File: src/rtl/sort4_pkg.sv
package sort4_pkg;
  localparam int NUM_LANES = 4;
  localparam int SEL_W     = $clog2(NUM_LANES);

  typedef logic [SEL_W-1:0] sel_t;
  typedef logic [NUM_LANES-1:0][NUM_LANES-1:0] order_mat_t;
endpackage

File: src/rtl/s4_pair_cmp.sv
// All pairwise comparisons in parallel. after_o[i][j] = 1 means lane i
// must be placed after lane j. Only pairs with i > j own a comparator;
// the mirrored entry is its complement, which encodes the lane tie-break.
module s4_pair_cmp
  import sort4_pkg::*;
#(
  parameter int DATA_W = 8
) (
  input  logic [NUM_LANES-1:0][DATA_W-1:0] data_i,
  output order_mat_t                       after_o
);

  always_comb begin
    after_o = '0;
    for (int i = 0; i < NUM_LANES; i++) begin
      for (int j = 0; j < i; j++) begin
        // higher lane follows lower lane when greater or equal (tie -> lane order)
        after_o[i][j] = (data_i[i] >= data_i[j]);
        after_o[j][i] = ~(data_i[i] >= data_i[j]);
      end
    end
  end

endmodule

File: src/rtl/s4_rank_select.sv
// Turns the order matrix into a rank per lane, then finds for every output
// position the lane whose rank equals that position.
module s4_rank_select
  import sort4_pkg::*;
(
  input  order_mat_t               after_i,
  output sel_t [NUM_LANES-1:0]     sel_o
);

  sel_t [NUM_LANES-1:0] rank_w;

  always_comb begin
    for (int i = 0; i < NUM_LANES; i++) begin
      rank_w[i] = '0;
      for (int j = 0; j < NUM_LANES; j++) begin
        rank_w[i] = rank_w[i] + sel_t'(after_i[i][j]);
      end
    end
  end

  always_comb begin
    for (int k = 0; k < NUM_LANES; k++) begin
      sel_o[k] = '0;
      for (int i = 0; i < NUM_LANES; i++) begin
        if (rank_w[i] == sel_t'(k)) begin
          sel_o[k] = sel_t'(i);
        end
      end
    end
  end

endmodule

File: src/rtl/s4_out_mux.sv
// One 4:1 multiplexer per output position, steered by a registered index.
module s4_out_mux
  import sort4_pkg::*;
#(
  parameter int DATA_W = 8
) (
  input  logic [NUM_LANES-1:0][DATA_W-1:0] data_i,
  input  sel_t [NUM_LANES-1:0]             sel_i,
  output logic [NUM_LANES-1:0][DATA_W-1:0] data_o
);

  for (genvar k = 0; k < NUM_LANES; k++) begin : g_lane_mux
    always_comb begin
      data_o[k] = '0;
      for (int i = 0; i < NUM_LANES; i++) begin
        if (sel_i[k] == sel_t'(i)) begin
          data_o[k] = data_i[i];
        end
      end
    end
  end

endmodule

File: src/rtl/quad_sort4.sv
module quad_sort4
  import sort4_pkg::*;
#(
  parameter int DATA_W = 8
) (
  input  logic              clk,
  input  logic              rst_n,
  input  logic              vld_i,
  input  logic [DATA_W-1:0] in0,
  input  logic [DATA_W-1:0] in1,
  input  logic [DATA_W-1:0] in2,
  input  logic [DATA_W-1:0] in3,
  output logic              vld_o,
  output logic [DATA_W-1:0] out0,
  output logic [DATA_W-1:0] out1,
  output logic [DATA_W-1:0] out2,
  output logic [DATA_W-1:0] out3
);

  localparam int WARM_W = 2;

  typedef logic [NUM_LANES-1:0][DATA_W-1:0] lanes_t;

  lanes_t               din_w;
  order_mat_t           after_w;
  sel_t [NUM_LANES-1:0] sel_w;

  // stage 1 state
  logic                 s1_vld_q, s1_vld_d;
  lanes_t               s1_data_q, s1_data_d;
  sel_t [NUM_LANES-1:0] s1_sel_q, s1_sel_d;

  // stage 2 state
  logic                 s2_vld_q, s2_vld_d;
  lanes_t               s2_mux_w;
  lanes_t               s2_data_q, s2_data_d;

  // edges since reset release, used only to open the latency check window
  logic [WARM_W-1:0]    warm_q, warm_d;

  assign din_w = {in3, in2, in1, in0};

  s4_pair_cmp #(.DATA_W(DATA_W)) u_cmp (
    .data_i  (din_w),
    .after_o (after_w)
  );

  s4_rank_select u_rank (
    .after_i (after_w),
    .sel_o   (sel_w)
  );

  s4_out_mux #(.DATA_W(DATA_W)) u_mux (
    .data_i (s1_data_q),
    .sel_i  (s1_sel_q),
    .data_o (s2_mux_w)
  );

  // next-state logic, clock enables written out
  always_comb begin
    s1_vld_d  = vld_i;
    s1_data_d = s1_data_q;
    s1_sel_d  = s1_sel_q;
    if (vld_i) begin
      s1_data_d = din_w;
      s1_sel_d  = sel_w;
    end

    s2_vld_d  = s1_vld_q;
    s2_data_d = s2_data_q;
    if (s1_vld_q) begin
      s2_data_d = s2_mux_w;
    end

    warm_d = warm_q;
    if (warm_q != {WARM_W{1'b1}}) begin
      warm_d = warm_q + WARM_W'(1);
    end
  end

  // control and output registers with reset
  always_ff @(posedge clk or negedge rst_n) begin
    if (!rst_n) begin
      s1_vld_q  <= 1'b0;
      s2_vld_q  <= 1'b0;
      s2_data_q <= '0;
      warm_q    <= '0;
    end else begin
      s1_vld_q  <= s1_vld_d;
      s2_vld_q  <= s2_vld_d;
      s2_data_q <= s2_data_d;
      warm_q    <= warm_d;
    end
  end

  // stage 1 data registers need no reset
  always_ff @(posedge clk) begin
    s1_data_q <= s1_data_d;
    s1_sel_q  <= s1_sel_d;
  end

  assign vld_o = s2_vld_q;
  assign out0  = s2_data_q[0];
  assign out1  = s2_data_q[1];
  assign out2  = s2_data_q[2];
  assign out3  = s2_data_q[3];

  AST_ORDERED_OUT: assert property (@(posedge clk) disable iff (!rst_n)
    vld_o |-> ((out0 <= out1) && (out1 <= out2) && (out2 <= out3)));

  AST_SEL_PERMUTATION: assert property (@(posedge clk) disable iff (!rst_n)
    s1_vld_q |-> ((s1_sel_q[0] != s1_sel_q[1]) && (s1_sel_q[0] != s1_sel_q[2]) &&
                  (s1_sel_q[0] != s1_sel_q[3]) && (s1_sel_q[1] != s1_sel_q[2]) &&
                  (s1_sel_q[1] != s1_sel_q[3]) && (s1_sel_q[2] != s1_sel_q[3])));

  AST_TWO_CYCLE_LATENCY: assert property (@(posedge clk) disable iff (!rst_n)
    (warm_q >= WARM_W'(2)) |-> (vld_o == $past(vld_i, 2)));

  AST_HOLD_WHEN_IDLE: assert property (@(posedge clk) disable iff (!rst_n)
    !vld_o |-> ($stable(out0) && $stable(out1) && $stable(out2) && $stable(out3)));

endmodule

File: config.mk
export PLATFORM = sky130hd
export DESIGN_NAME = quad_sort4
export DESIGN_NICKNAME = d
export VERILOG_FILES = /design/src/rtl/sort4_pkg.sv /design/src/rtl/s4_pair_cmp.sv /design/src/rtl/s4_rank_select.sv /design/src/rtl/s4_out_mux.sv /design/src/rtl/quad_sort4.sv
export SDC_FILE = /design/constraint.sdc
export NUM_CORES = 1
export LEC_CHECK = 0
export ABC_AREA = 1
export BUFFER_PORTS_ARGS = -buffer_cell sky130_fd_sc_hd__buf_2
export CAP_MARGIN = 20
export CORE_UTILIZATION = 42
export CTS_CLUSTER_DIAMETER = 150
export DETAILED_ROUTE_END_ITERATION = 10
export HOLD_SLACK_MARGIN = 0.02
export RECOVER_POWER = 50
export SETUP_SLACK_MARGIN = 0.5
export SLEW_MARGIN = 10
export SYNTH_ARGS = -nofsm -noshare
export SYNTH_HDL_FRONTEND = slang
export SYNTH_HIERARCHICAL = 1
export SYNTH_SLANG_ARGS = --single-unit
File: constraint.sdc
create_clock -name clk -period 1.77 [get_ports clk]
set_input_delay 0.0885 -clock clk [delete_from_list [all_inputs] [get_ports clk]]
set_output_delay 0.0885 -clock clk [all_outputs]
set_load 0.01 [all_outputs]
==> impl_results.md <==
- Num rows: 40
- Max-slew violation count: 0
- Root Buffer: clkbuf_16
- H-tree levels: 3
- R2R depth: 5
- DP HPWL: approximately 11 mm
- Total congestion overflow: 0
- Initial antenna violation count: 0
- Slew @ Worst Pin: 0.779 ns
- GRT Resource Usage Total: a little under a quarter
- Minimum clock period: 1.85 ns
- Power Total: 8.05 mW
- Final setup vio count: 8
- Fin util: 61.0%
- Setup TNS: -0.380 ns
- Final Hold Fails: 0
- Diode count: 0
- Commonest non-fill, non-tap cell in the layout: nand2_1
- Vias: 4665
- Slew headroom: 48.1%
- Number of global-route vias before repair: 4629
- IO Pins: 68
- First-pass GRT wire length: 22.5 mm
- PD cells: 1100 nW/um^2
- CTS max path bufs: 2
- Fmax: 0.541 GHz
- Pin count of the biggest net entering global routing: 42
- Setup crit start kind: input pin
- DR DRC count: 0
- Worst EP required: 1.86 ns
- RSZ-0062 raised after global routing: yes
- Post-synthesis area per instance: 8.27 sq um
- Routed WL per cell: 15.7 um
- CTS tree: built
- Die area: 12800 sq um
- Leak: 3.37 nW
- Initial DRT Pass Iterations: 5
- Hold depth: 2
- Layout cells sized above 1: 38.9%
- Yosys warning count: 6
- DRT antenna net count: 0
- Max-Cap Viols: 0
- Most frequent cells in the layout: nand2_1 (180), nand3_1 (99), buf_4 (57)
- Final GP Congestion: slightly above 0.9
- Mapped Cells: 627
- Initial Utilization: 43.2%
- Post-Route WL: 14.2 mm
- # port buffers: 67
- Synth Cell Area: 5190 sq um
- Status: finished, violations left
- DIE HEIGHT: 113 um
- CTS Sinks: 74
- Final nets: between 800 and 900
- Crit Path Class: input pin to flip-flop
- Hold Path Class: input pin to flip-flop
- Crit. End Element: flip-flop
- Crit-path max FO: 4
- Final WS setup: -0.0773 ns
- DR iter-0 viols: 298
- Vias per cell: just over 5
- Worst-path clk slew: roughly 0.060 ns
- Core Region: 12000 sq um
- Die X-Extent: 113 um
- Total CTS buffers: 9
- Failing checks: setup timing
- Period utilisation layout: 104%
- Crit path arrival time: about 1.9 ns
- Clk_skew: 0.00914 ns
- Layout area overhead: 41.2%
- Max IR drop VDD: approximately 0.6 mV
- Clk Latency, worst-skew pair: approximately 0.34 ns
[critical path, stage by stage]
cell and delay, ns:
buf_4 0.15, ha_1 0.30, nand2_2 0.09, a21oi_2 0.04, nand2b_4 0.14, a21oi_2 0.12, fa_1 0.47, ha_4 0.27
inv_2 0.07, nand3_2 0.07, nand2_1 0.07, nand2_1 0.05
[through the flow]
step	hold slack [ns]	worst slack [ns]	instances	cell area, sq um
finish	0.0407	-0.0773	901	7320
global route	0.0250	-0.159	901	7320
CTS	0.0270	-0.0818	896	7000
detailed placement	0.207	-0.597	861	6310
global placement	0.187	-0.527	861	6310
floorplan	-0.207	-0.167	629	5760
[flip-flops by register name, indices dropped and copies added (netlist names)]
| name | count |
|---|---|
| s1_sel_q | 8 |
| s1_data_q | 32 |
| out1 | 8 |
| vld_o | 1 |
| out3 | 8 |
| out0 | 8 |
| s1_vld_q | 1 |
| out2 | 8 |
[power breakdown]
| part | internal [mW] | total [mW] | switching, mW |
|---|---|---|---|
| Combinational | 1.49 | 3.45 | 1.96 |
| Sequential | 2.30 | 2.68 | 0.379 |
| Clock | 1.23 | 1.91 | 0.680 |
| Total | 5.03 | 8.05 | 3.02 |
[metal layers]
layer	track usage, %	part of all wire, %	vias up
met2	41.1	51	141
met4	10.5	2.9	0
met3	4.02	4.4	28
met1	26.6	42	2173
li1	-	-	2323
met5	0	0	-
[what timing repair did]
action | CTS | global route
hold buffers | 7 | 1
hold endpoints to repair | 40 | 1
setup buffers | 12 | 4
setup endpoints to repair | 32 | 24
gates resized for setup | 63 | 72
pin swaps | 31 | 48
cloned | 0 | 0
[path summary, 6_finish.rpt]
| path | start | end | slack, ns |
|---|---|---|---|
| worst max-delay path | in3[6] | s1_sel_q[0]$_DFFE_PP_ | -0.08 |
| worst min-delay path | in0[5] | s1_data_q[5]$_DFFE_PP_ | 0.04 |
| worst max register to register | s1_sel_q[1]$_DFFE_PP_ | out0[3]$_DFFE_PN0P_ | 0.52 |
| worst min register to register | out1[3]$_DFFE_PN0P_ | out1[3]$_DFFE_PN0P_ | 0.46 |
| max in group asynchronous | rst_n | s1_vld_q$_DFF_PN0_ | 0.86 |
| min in group asynchronous | rst_n | out1[1]$_DFFE_PN0P_ | 0.36 |
[layout make-up]
type / instances / area, sq um
Fill cell: 1065 / 4690
Inverter: 73 / 389
Clock inverter: 5 / 78.8
Multi-Input combinational cell: 456 / 3310
Tap cell: 147 / 184
Timing Repair Buffer: 135 / 1070
Clock buffer: 11 / 233
Sequential cell: 74 / 2050
No activity file was read; power rests on OpenSTA's default activity.
